### src/rtl/xa_pkg.sv
package xa_pkg;
  parameter int XA_W  = 16;
  parameter int XA_AW = 15;
  localparam int XA_IW = 16;

  localparam logic [7:0] GRP_LSH = 8'o200;
  localparam logic [7:0] GRP_DIV = 8'o201;
  localparam logic [7:0] GRP_RSH = 8'o202;
  localparam logic [7:0] GRP_DLD = 8'o210;
  localparam logic [7:0] GRP_DST = 8'o211;

  localparam logic [3:0] SUB_SELF = 4'o00;
  localparam logic [3:0] SUB_ASH  = 4'o01;
  localparam logic [3:0] SUB_LGC  = 4'o02;
  localparam logic [3:0] SUB_TMR  = 4'o03;
  localparam logic [3:0] SUB_ROT  = 4'o04;
  localparam logic [3:0] SUB_MPY  = 4'o10;

  typedef enum logic [3:0] {
    OP_NOP, OP_UNDEF, OP_ASL, OP_LSL, OP_RRL, OP_ASR, OP_LSR, OP_RRR,
    OP_MPY, OP_DIV, OP_DLD, OP_DST, OP_TMR
  } xa_op_e;

  typedef enum logic [1:0] {ST_IDLE, ST_EXEC, ST_SHW, ST_DVW} xa_st_e;
endpackage

### src/rtl/xa_decode.sv
module xa_decode
  import xa_pkg::*;
#(
  parameter int W  = XA_W,
  localparam int FW = $clog2(W),
  localparam int CW = FW + 1
) (
  input  logic [XA_IW-1:0] instr_i,
  input  logic             newer_i,
  output xa_op_e           op_o,
  output logic [CW-1:0]    cnt_o
);
  logic [7:0] grp;
  logic [3:0] sub;

  assign grp   = instr_i[15:8];
  assign sub   = instr_i[7:4];
  // zero count field encodes the full word width
  assign cnt_o = (instr_i[FW-1:0] == '0) ? CW'(W) : {1'b0, instr_i[FW-1:0]};

  always_comb begin
    op_o = OP_UNDEF;
    unique case (grp)
      GRP_LSH: begin
        unique case (sub)
          SUB_SELF: op_o = newer_i ? OP_NOP : OP_UNDEF;
          SUB_ASH:  op_o = OP_ASL;
          SUB_LGC:  op_o = OP_LSL;
          SUB_TMR:  op_o = newer_i ? OP_TMR : OP_MPY;
          SUB_ROT:  op_o = OP_RRL;
          SUB_MPY:  op_o = OP_MPY;
          default:  op_o = OP_UNDEF;
        endcase
      end
      GRP_RSH: begin
        unique case (sub)
          SUB_ASH: op_o = OP_ASR;
          SUB_LGC: op_o = OP_LSR;
          SUB_ROT: op_o = OP_RRR;
          default: op_o = OP_UNDEF;
        endcase
      end
      GRP_DIV: op_o = OP_DIV;
      GRP_DLD: op_o = OP_DLD;
      GRP_DST: op_o = OP_DST;
      default: op_o = OP_UNDEF;
    endcase
  end
endmodule

### src/rtl/xa_shift.sv
module xa_shift
  import xa_pkg::*;
#(
  parameter int W  = XA_W,
  localparam int DW = 2 * W,
  localparam int CW = $clog2(W) + 1
) (
  input  logic          clk_i,
  input  logic          rst_ni,
  input  logic          start_i,
  input  xa_op_e        kind_i,
  input  logic [CW-1:0] cnt_i,
  input  logic [DW-1:0] opnd_i,
  output logic          done_o,
  output logic [DW-1:0] res_o,
  output logic          ovf_o
);
  logic [DW-1:0]   shl, shr, sar, res_d;
  logic [2*DW-1:0] rol_w, ror_w, lost_w;
  logic [DW-1:0]   lost_src;
  logic            asl_ovf;

  always_comb begin
    shl   = opnd_i << cnt_i;
    shr   = opnd_i >> cnt_i;
    sar   = DW'($signed(opnd_i) >>> cnt_i);
    rol_w = {opnd_i, opnd_i} << cnt_i;
    ror_w = {opnd_i, opnd_i} >> cnt_i;
    // magnitude bits compared with the sign; those leaving bit DW-2 are lost
    lost_src = {1'b0, opnd_i[DW-1] ? ~opnd_i[DW-2:0] : opnd_i[DW-2:0]};
    lost_w   = {{DW{1'b0}}, lost_src} << cnt_i;
    asl_ovf  = |lost_w[2*DW-1:DW-1];
    unique case (kind_i)
      OP_ASL:  res_d = {opnd_i[DW-1], shl[DW-2:0]};
      OP_LSL:  res_d = shl;
      OP_RRL:  res_d = rol_w[2*DW-1:DW];
      OP_ASR:  res_d = sar;
      OP_LSR:  res_d = shr;
      OP_RRR:  res_d = ror_w[DW-1:0];
      default: res_d = opnd_i;
    endcase
  end

  always_ff @(posedge clk_i or negedge rst_ni) begin
    if (!rst_ni) begin
      done_o <= 1'b0;
      res_o  <= '0;
      ovf_o  <= 1'b0;
    end else begin
      done_o <= start_i;
      if (start_i) begin
        res_o <= res_d;
        ovf_o <= asl_ovf;
      end
    end
  end

  AST_SH_DONE_PULSE: assert property (@(posedge clk_i) disable iff (!rst_ni)
    done_o |=> !done_o);
  AST_SH_RANGE: assert property (@(posedge clk_i) disable iff (!rst_ni)
    start_i |-> (cnt_i >= CW'(1) && cnt_i <= CW'(W)));
endmodule

### src/rtl/xa_div.sv
module xa_div
  import xa_pkg::*;
#(
  parameter int W  = XA_W,
  localparam int DW = 2 * W,
  localparam int KW = $clog2(W) + 1
) (
  input  logic          clk_i,
  input  logic          rst_ni,
  input  logic          start_i,
  input  logic [DW-1:0] dvd_i,
  input  logic [W-1:0]  dvs_i,
  output logic          done_o,
  output logic [W-1:0]  quo_o,
  output logic [W-1:0]  rem_o
);
  logic [W-1:0]  part, low, dvs_r;
  logic [KW-1:0] left;
  logic          busy;
  logic [W:0]    trial;
  logic          fits;
  logic [W-1:0]  part_n;

  assign quo_o = low;
  assign rem_o = part;

  always_comb begin
    trial  = {part, low[W-1]};
    fits   = trial >= {1'b0, dvs_r};
    part_n = fits ? W'(trial - {1'b0, dvs_r}) : trial[W-1:0];
  end

  always_ff @(posedge clk_i or negedge rst_ni) begin
    if (!rst_ni) begin
      part   <= '0;
      low    <= '0;
      dvs_r  <= '0;
      left   <= '0;
      busy   <= 1'b0;
      done_o <= 1'b0;
    end else begin
      done_o <= 1'b0;
      if (start_i && !busy) begin
        // caller guarantees the high half is below the divisor
        part  <= dvd_i[DW-1:W];
        low   <= dvd_i[W-1:0];
        dvs_r <= dvs_i;
        left  <= KW'(W);
        busy  <= 1'b1;
      end else if (busy) begin
        part <= part_n;
        low  <= {low[W-2:0], fits};
        left <= left - KW'(1);
        if (left == KW'(1)) begin
          busy   <= 1'b0;
          done_o <= 1'b1;
        end
      end
    end
  end

  AST_DV_REM_BOUND: assert property (@(posedge clk_i) disable iff (!rst_ni)
    done_o |-> (rem_o < dvs_r));
  AST_DV_DONE_PULSE: assert property (@(posedge clk_i) disable iff (!rst_ni)
    done_o |=> !done_o);
endmodule

### src/rtl/xarith_ctrl.sv
module xarith_ctrl
  import xa_pkg::*;
#(
  parameter int W  = XA_W,
  parameter int AW = XA_AW,
  localparam int DW = 2 * W,
  localparam int CW = $clog2(W) + 1
) (
  input  logic             clk_i,
  input  logic             rst_ni,
  input  logic             start_i,
  input  logic [XA_IW-1:0] instr_i,
  input  logic [W-1:0]     a_i,
  input  logic [W-1:0]     b_i,
  input  logic [W-1:0]     mem0_i,
  input  logic [W-1:0]     mem1_i,
  input  logic [AW-1:0]    addr_i,
  input  logic             ovf_i,
  input  logic             present_i,
  input  logic             newer_i,
  output logic             done_o,
  output logic [W-1:0]     a_o,
  output logic [W-1:0]     b_o,
  output logic             ovf_o,
  output logic             repeat_o,
  output logic             undef_o,
  output logic             store_o,
  output logic [AW-1:0]    st_addr0_o,
  output logic [W-1:0]     st_data0_o,
  output logic [AW-1:0]    st_addr1_o,
  output logic [W-1:0]     st_data1_o
);
  xa_st_e           state;
  logic [XA_IW-1:0] c_instr;
  logic [W-1:0]     c_a, c_b, c_m0, c_m1;
  logic [AW-1:0]    c_addr;
  logic             c_ovf, c_present, c_newer;

  xa_op_e        dec_op, op;
  logic [CW-1:0] dec_cnt;

  xa_decode #(.W(W)) u_dec (
    .instr_i(c_instr), .newer_i(c_newer), .op_o(dec_op), .cnt_o(dec_cnt)
  );
  assign op = c_present ? dec_op : OP_NOP;

  // shifter
  logic          sh_go, sh_done, sh_ovf;
  logic [DW-1:0] sh_res;
  xa_shift #(.W(W)) u_sh (
    .clk_i(clk_i), .rst_ni(rst_ni), .start_i(sh_go), .kind_i(op),
    .cnt_i(dec_cnt), .opnd_i({c_b, c_a}), .done_o(sh_done),
    .res_o(sh_res), .ovf_o(sh_ovf)
  );

  // divide: sign handling around an unsigned core
  logic          rs, qs, pre_ovf, dv_go, dv_done, q_ovf;
  logic [DW-1:0] dvd, dvd_mag;
  logic [W-1:0]  dvs_mag, dv_q, dv_r, q_sgn, r_sgn;

  always_comb begin
    rs      = c_b[W-1];
    qs      = rs ^ c_m0[W-1];
    dvd     = {c_b, c_a};
    dvd_mag = rs ? (~dvd + DW'(1)) : dvd;
    dvs_mag = c_m0[W-1] ? (~c_m0 + W'(1)) : c_m0;
    pre_ovf = dvd_mag[DW-1:W] >= dvs_mag;
    q_sgn   = qs ? (~dv_q + W'(1)) : dv_q;
    q_ovf   = (dv_q != '0) && (q_sgn[W-1] ^ qs);
    r_sgn   = rs ? (~dv_r + W'(1)) : dv_r;
  end

  xa_div #(.W(W)) u_dv (
    .clk_i(clk_i), .rst_ni(rst_ni), .start_i(dv_go), .dvd_i(dvd_mag),
    .dvs_i(dvs_mag), .done_o(dv_done), .quo_o(dv_q), .rem_o(dv_r)
  );

  logic [DW-1:0] prod;
  logic [W-1:0]  b_inc;
  assign prod  = $signed({{W{c_a[W-1]}}, c_a}) * $signed({{W{c_m0[W-1]}}, c_m0});
  assign b_inc = c_b + W'(1);

  // completion values
  logic         fin, n_ovf, n_store, n_rep, n_undef;
  logic [W-1:0] n_a, n_b;
  xa_st_e       n_state;

  always_comb begin
    fin     = 1'b0;
    n_a     = c_a;
    n_b     = c_b;
    n_ovf   = c_ovf;
    n_store = 1'b0;
    n_rep   = 1'b0;
    n_undef = 1'b0;
    sh_go   = 1'b0;
    dv_go   = 1'b0;
    n_state = state;
    unique case (state)
      ST_IDLE: if (start_i) n_state = ST_EXEC;
      ST_EXEC: begin
        unique case (op)
          OP_NOP:   fin = 1'b1;
          OP_UNDEF: begin fin = 1'b1; n_undef = 1'b1; end
          OP_ASL, OP_LSL, OP_RRL, OP_ASR, OP_LSR, OP_RRR: begin
            sh_go   = 1'b1;
            n_state = ST_SHW;
          end
          OP_MPY: begin
            fin   = 1'b1;
            n_b   = prod[DW-1:W];
            n_a   = prod[W-1:0];
            n_ovf = 1'b0;
          end
          OP_DIV: begin
            if (pre_ovf) begin
              fin   = 1'b1;
              n_ovf = 1'b1;
            end else begin
              dv_go   = 1'b1;
              n_state = ST_DVW;
            end
          end
          OP_DLD: begin fin = 1'b1; n_a = c_m0; n_b = c_m1; end
          OP_DST: begin fin = 1'b1; n_store = 1'b1; end
          OP_TMR: begin
            fin   = 1'b1;
            n_b   = b_inc;
            n_rep = (b_inc != '0);
          end
          default: fin = 1'b1;
        endcase
      end
      ST_SHW: if (sh_done) begin
        fin = 1'b1;
        {n_b, n_a} = sh_res;
        if (op == OP_ASL) n_ovf = sh_ovf;
        else if (op == OP_ASR) n_ovf = 1'b0;
      end
      ST_DVW: if (dv_done) begin
        fin   = 1'b1;
        n_a   = q_sgn;
        n_b   = r_sgn;
        n_ovf = q_ovf;
      end
      default: n_state = ST_IDLE;
    endcase
    if (fin) n_state = ST_IDLE;
  end

  always_ff @(posedge clk_i or negedge rst_ni) begin
    if (!rst_ni) begin
      state     <= ST_IDLE;
      c_instr   <= '0;
      c_a       <= '0;
      c_b       <= '0;
      c_m0      <= '0;
      c_m1      <= '0;
      c_addr    <= '0;
      c_ovf     <= 1'b0;
      c_present <= 1'b0;
      c_newer   <= 1'b0;
      done_o    <= 1'b0;
      a_o       <= '0;
      b_o       <= '0;
      ovf_o     <= 1'b0;
      repeat_o  <= 1'b0;
      undef_o   <= 1'b0;
      store_o   <= 1'b0;
    end else begin
      state    <= n_state;
      done_o   <= fin;
      repeat_o <= n_rep;
      undef_o  <= n_undef;
      store_o  <= n_store;
      if (state == ST_IDLE && start_i) begin
        c_instr   <= instr_i;
        c_a       <= a_i;
        c_b       <= b_i;
        c_m0      <= mem0_i;
        c_m1      <= mem1_i;
        c_addr    <= addr_i;
        c_ovf     <= ovf_i;
        c_present <= present_i;
        c_newer   <= newer_i;
      end
      if (fin) begin
        a_o   <= n_a;
        b_o   <= n_b;
        ovf_o <= n_ovf;
      end
    end
  end

  assign st_addr0_o = c_addr;
  assign st_addr1_o = c_addr + AW'(1);
  assign st_data0_o = c_a;
  assign st_data1_o = c_b;

  AST_DONE_SINGLE: assert property (@(posedge clk_i) disable iff (!rst_ni)
    done_o |=> !done_o);
  AST_STROBE_IN_DONE: assert property (@(posedge clk_i) disable iff (!rst_ni)
    (store_o || repeat_o || undef_o) |-> done_o);
  AST_REPEAT_NONZERO: assert property (@(posedge clk_i) disable iff (!rst_ni)
    repeat_o |-> (b_o != '0));
  AST_UNDEF_HOLDS: assert property (@(posedge clk_i) disable iff (!rst_ni)
    undef_o |-> (a_o == c_a && b_o == c_b && ovf_o == c_ovf));
  AST_ABSENT_QUIET: assert property (@(posedge clk_i) disable iff (!rst_ni)
    (done_o && !c_present) |-> (!store_o && !repeat_o && !undef_o
                                && a_o == c_a && b_o == c_b && ovf_o == c_ovf));
  AST_SHIFT_HAS_DONE: assert property (@(posedge clk_i) disable iff (!rst_ni)
    sh_done |=> done_o);
endmodule

### config.mk
export PLATFORM = sky130hd
export DESIGN_NAME = xarith_ctrl
export DESIGN_NICKNAME = d
export VERILOG_FILES = /design/src/rtl/xa_pkg.sv /design/src/rtl/xa_decode.sv /design/src/rtl/xa_shift.sv /design/src/rtl/xa_div.sv /design/src/rtl/xarith_ctrl.sv
export SDC_FILE = /design/constraint.sdc
export NUM_CORES = 2
export LEC_CHECK = 0
export BUFFER_PORTS_ARGS = -buffer_cell sky130_fd_sc_hd__clkbuf_2
export CAP_MARGIN = 0
export CORE_MARGIN = 3
export CORE_UTILIZATION = 64
export DETAILED_ROUTE_END_ITERATION = 6
export GPL_ROUTABILITY_DRIVEN = 0
export PLACE_DENSITY_LB_ADDON = 0.08
export REMOVE_ABC_BUFFERS = 1
export SLEW_MARGIN = 5
export SYNTH_ARGS = -nofsm -noshare
export SYNTH_HDL_FRONTEND = slang
export SYNTH_SLANG_ARGS = --single-unit
### constraint.sdc
create_clock -name clk_i -period 8.5 [get_ports clk_i]
set_input_delay 0.85 -clock clk_i [delete_from_list [all_inputs] [get_ports clk_i]]
set_output_delay 0.85 -clock clk_i [all_outputs]
set_load 0.005 [all_outputs]
==> out/qor.yml <==
route:
  ant_nets: 0
  wl_um: 108000
  vias_per_cell: 7.04
  first_iter_violations: 4757
  drc: 21
  drtPass1Iterations: 7
  wl_per_cell_um: 26.6
  vias: 28600
logic_synthesis:
  ys_types: 97
  ys_warn_count: 0
  synthArstFlopShare_pct: 100
  syn_avg_cell_area_um2: 8.56
  synth-main-ff-cell: "dfrtp_1"
  syn_area_um2: 29300
  syn_inst: 3421
  seq_area_frac_synth_pct: 19.3
  ys_ff_latch: 226
  synth-edff-count: 0
status:
  status: "finished, violations left"
  violations: "design-rule violations"
sta:
  fin_skew_ps: 25.1
  timing.max_slew.rel_slack_pct: 13.9
  min_period_ps: 7220
  setup_violations: 0
  hold_viol: 0
  timing.fmax_mhz: 139
  rsz0062_at_grt: "false"
  drv_slew: 0
  min_period_over_period_pct: 84.9
  setup_tns_ps: 0
  worst_pin_slew_ps: 1280
setup_path:
  worstPathArrival_ps: 7680
  crit_fanout: 22
  cp-end-kind: "flip-flop"
  r2r-end: "b_o[12]"
  ff2ff_setup_slack_ps: 1280
  crit_required_ps: 8970
  reg2reg_depth: 18
  worstSetupPathType: "flip-flop to flip-flop"
  r2r_start: "st_data0_o[11]"
  critPathLaunchType: "flip-flop"
final_layout:
  area_delta_synth_final_pct: 7.64
  fin_util_pct: 70.5
  layout-drive-gt1-share_pct: 14.8
  final_common_cell: "nand2_1"
  layout.cells.non_filler: 4063
  nNetsFinal: 3934
  design_area_um2: 31500
  final_cell_mix: "nand2_1, nor2_1, inv_1"
clock_network:
  h-tree-depth: 1
  root_buffer: "clkbuf_16"
  clk_path_buf_depth: 3
  cts_tree: "done"
  worstSkewPairLatency_ps: 610
  cts_sinks: 226
  post_cts_buffers: 0
  path_clk_slew_ps: 60
  cts_hold_buf: 0
  cts.repair.resized: 0
  cts_made_buffers: 28
place:
  dp_hpwl_um: 77900
  placed_cell_area_um2: 30500
  port-buffer-count: 199
  place_inst: 4009
global_route:
  grt-ovfl-total: 0
  grt_pass1_vias: 28200
  grt_pass1_wl_um: 165000
  grt_max_degree: 117
  antenna_found_initial: 3
  grt.total_usage_pct: 44.9
run:
  cap_violations: 0
die:
  pin_count: 200
  coreArea_um2: 44700
  fp.dieArea_um2: 48300
  die_height_um: 220
  row_count: 77
  initial_core_util_pct: 65.5
  die_w_um: 220
hold_path:
  min_path_type: "primary input to asynchronous set/reset pin"
## routing by layer
metal / global-route usage, % / routed length (µm)
met4: 27.0 / 9070
met2: 64.1 / 44000
met3: 16.7 / 16200
met1: 58.3 / 38700
met5: 0 / 21
## area by class of cell
class / instances / area [µm²]
Tap cell: 592 / 741
Inverter: 302 / 1130
Clock inverter: 14 / 236
Timing Repair Buffer: 267 / 1520
Clock buffer: 37 / 795
Antenna cell: 3 / 7.51
Multi-Input combinational cell: 2622 / 21400
Sequential cell: 226 / 5670
Fill cell: 3506 / 13200
## critical path: stages, from the launching register on
cell	delay, ps
dfrtp_1	760
buf_4	530
nand2_1	130
fa_1	540
fa_1	440
fa_1	520
fa_1	540
fa_1	530
fa_1	540
inv_1	40
ha_1	350
a21o_1	210
a21o_1	170
a21oi_1	260
nor2_1	60
a2111oi_0	810
a2111oi_0	250
nor4_1	280
o21ai_1	110
## per-stage QoR
| stage | hold slack [ps] | worst slack, ps |
|---|---|---|
| 6_report | 392 | 1280 |
| 5_1_grt | 464 | 914 |
| 4_1_cts | 432 | 1590 |
| 3_5_place_dp | 461 | 1630 |
| 3_3_place_gp | 451 | 1800 |
| 2_1_floorplan | 446 | 2180 |
## worst max-delay path by stage
stage | startpoint | end | cells after the start
finish | st_data0_o[11] | b_o[12] | 18
global route | c_m0[1] | b_o[12] | 19
CTS | c_m0[1] | b_o[12] | 19
detailed placement | st_data0_o[11] | b_o[12] | 18
global placement | c_m0[1] | b_o[12] | 19
floorplan | c_m0[15] | b_o[14] | 19
## cell usage after synthesis, types with 9 or more instances
master	count	share of area (%)
nand4_1	21	0.45
xor2_1	62	1.9
nand2_1	420	5.4
a21o_1	30	0.77
xnor2_1	74	2.2
o21a_1	21	0.54
nor3_1	49	0.84
clkbuf_1	205	2.6
mux2i_1	108	3.7
a31oi_1	43	0.92
mux2_2	100	3.8
dfrtp_1	226	19
nand3b_1	9	0.23
fa_1	263	18
a221o_1	11	0.38
o22ai_1	18	0.38
inv_1	298	3.8
mux4_2	56	4.3
o41ai_1	11	0.33
and3_1	17	0.36
a211oi_1	29	0.74
nand2b_1	29	0.62
or4_1	13	0.33
o21ai_1	52	0.89
or3_1	18	0.38
nand3_1	73	1.2
o211ai_1	26	0.67
a21oi_1	137	2.3
nor2b_1	12	0.26
nor2_1	302	3.9
buf_2	43	0.74
o221ai_1	24	0.72
nor4_1	16	0.34
ha_1	123	5.3
buf_1	18	0.23
o31ai_1	32	0.82
o21ai_0	160	2.7
and2_1	99	2.1
a22oi_1	14	0.36
a221oi_1	13	0.39
## kinds of logic (layout without fill, tap and decap cells)
logic type | after synthesis | after routing | share of synthesized area, %
adder cells (fa/ha/maj) | 386 | 386 | 23.2
buffers and inverters | 573 | 620 | 7.62
AO/OA/AOI/OAI | 728 | 728 | 16.5
multiplexers | 265 | 265 | 11.9
other | 0 | 3 | 0
flip-flops | 226 | 226 | 19.3
AND/OR/NAND/NOR | 1107 | 1107 | 17.4
XOR/XNOR | 136 | 136 | 4.07
## state kept, by name (all words and copies together), names as in the netlist, 2 cells and up
name and cells:
u_sh.res_o 32, a_o 16, b_o 16, c_instr 16
c_m0 16, c_m1 16, st_data0_o 16, st_data1_o 16
u_dv.dvs_r 16, u_dv.quo_o 16, u_dv.rem_o 16, st_addr0_o 15
u_dv.left 5, state 2
Power is not shown: default switching activity piles up to over one toggle a cycle in this logic, so the estimate is an artifact.
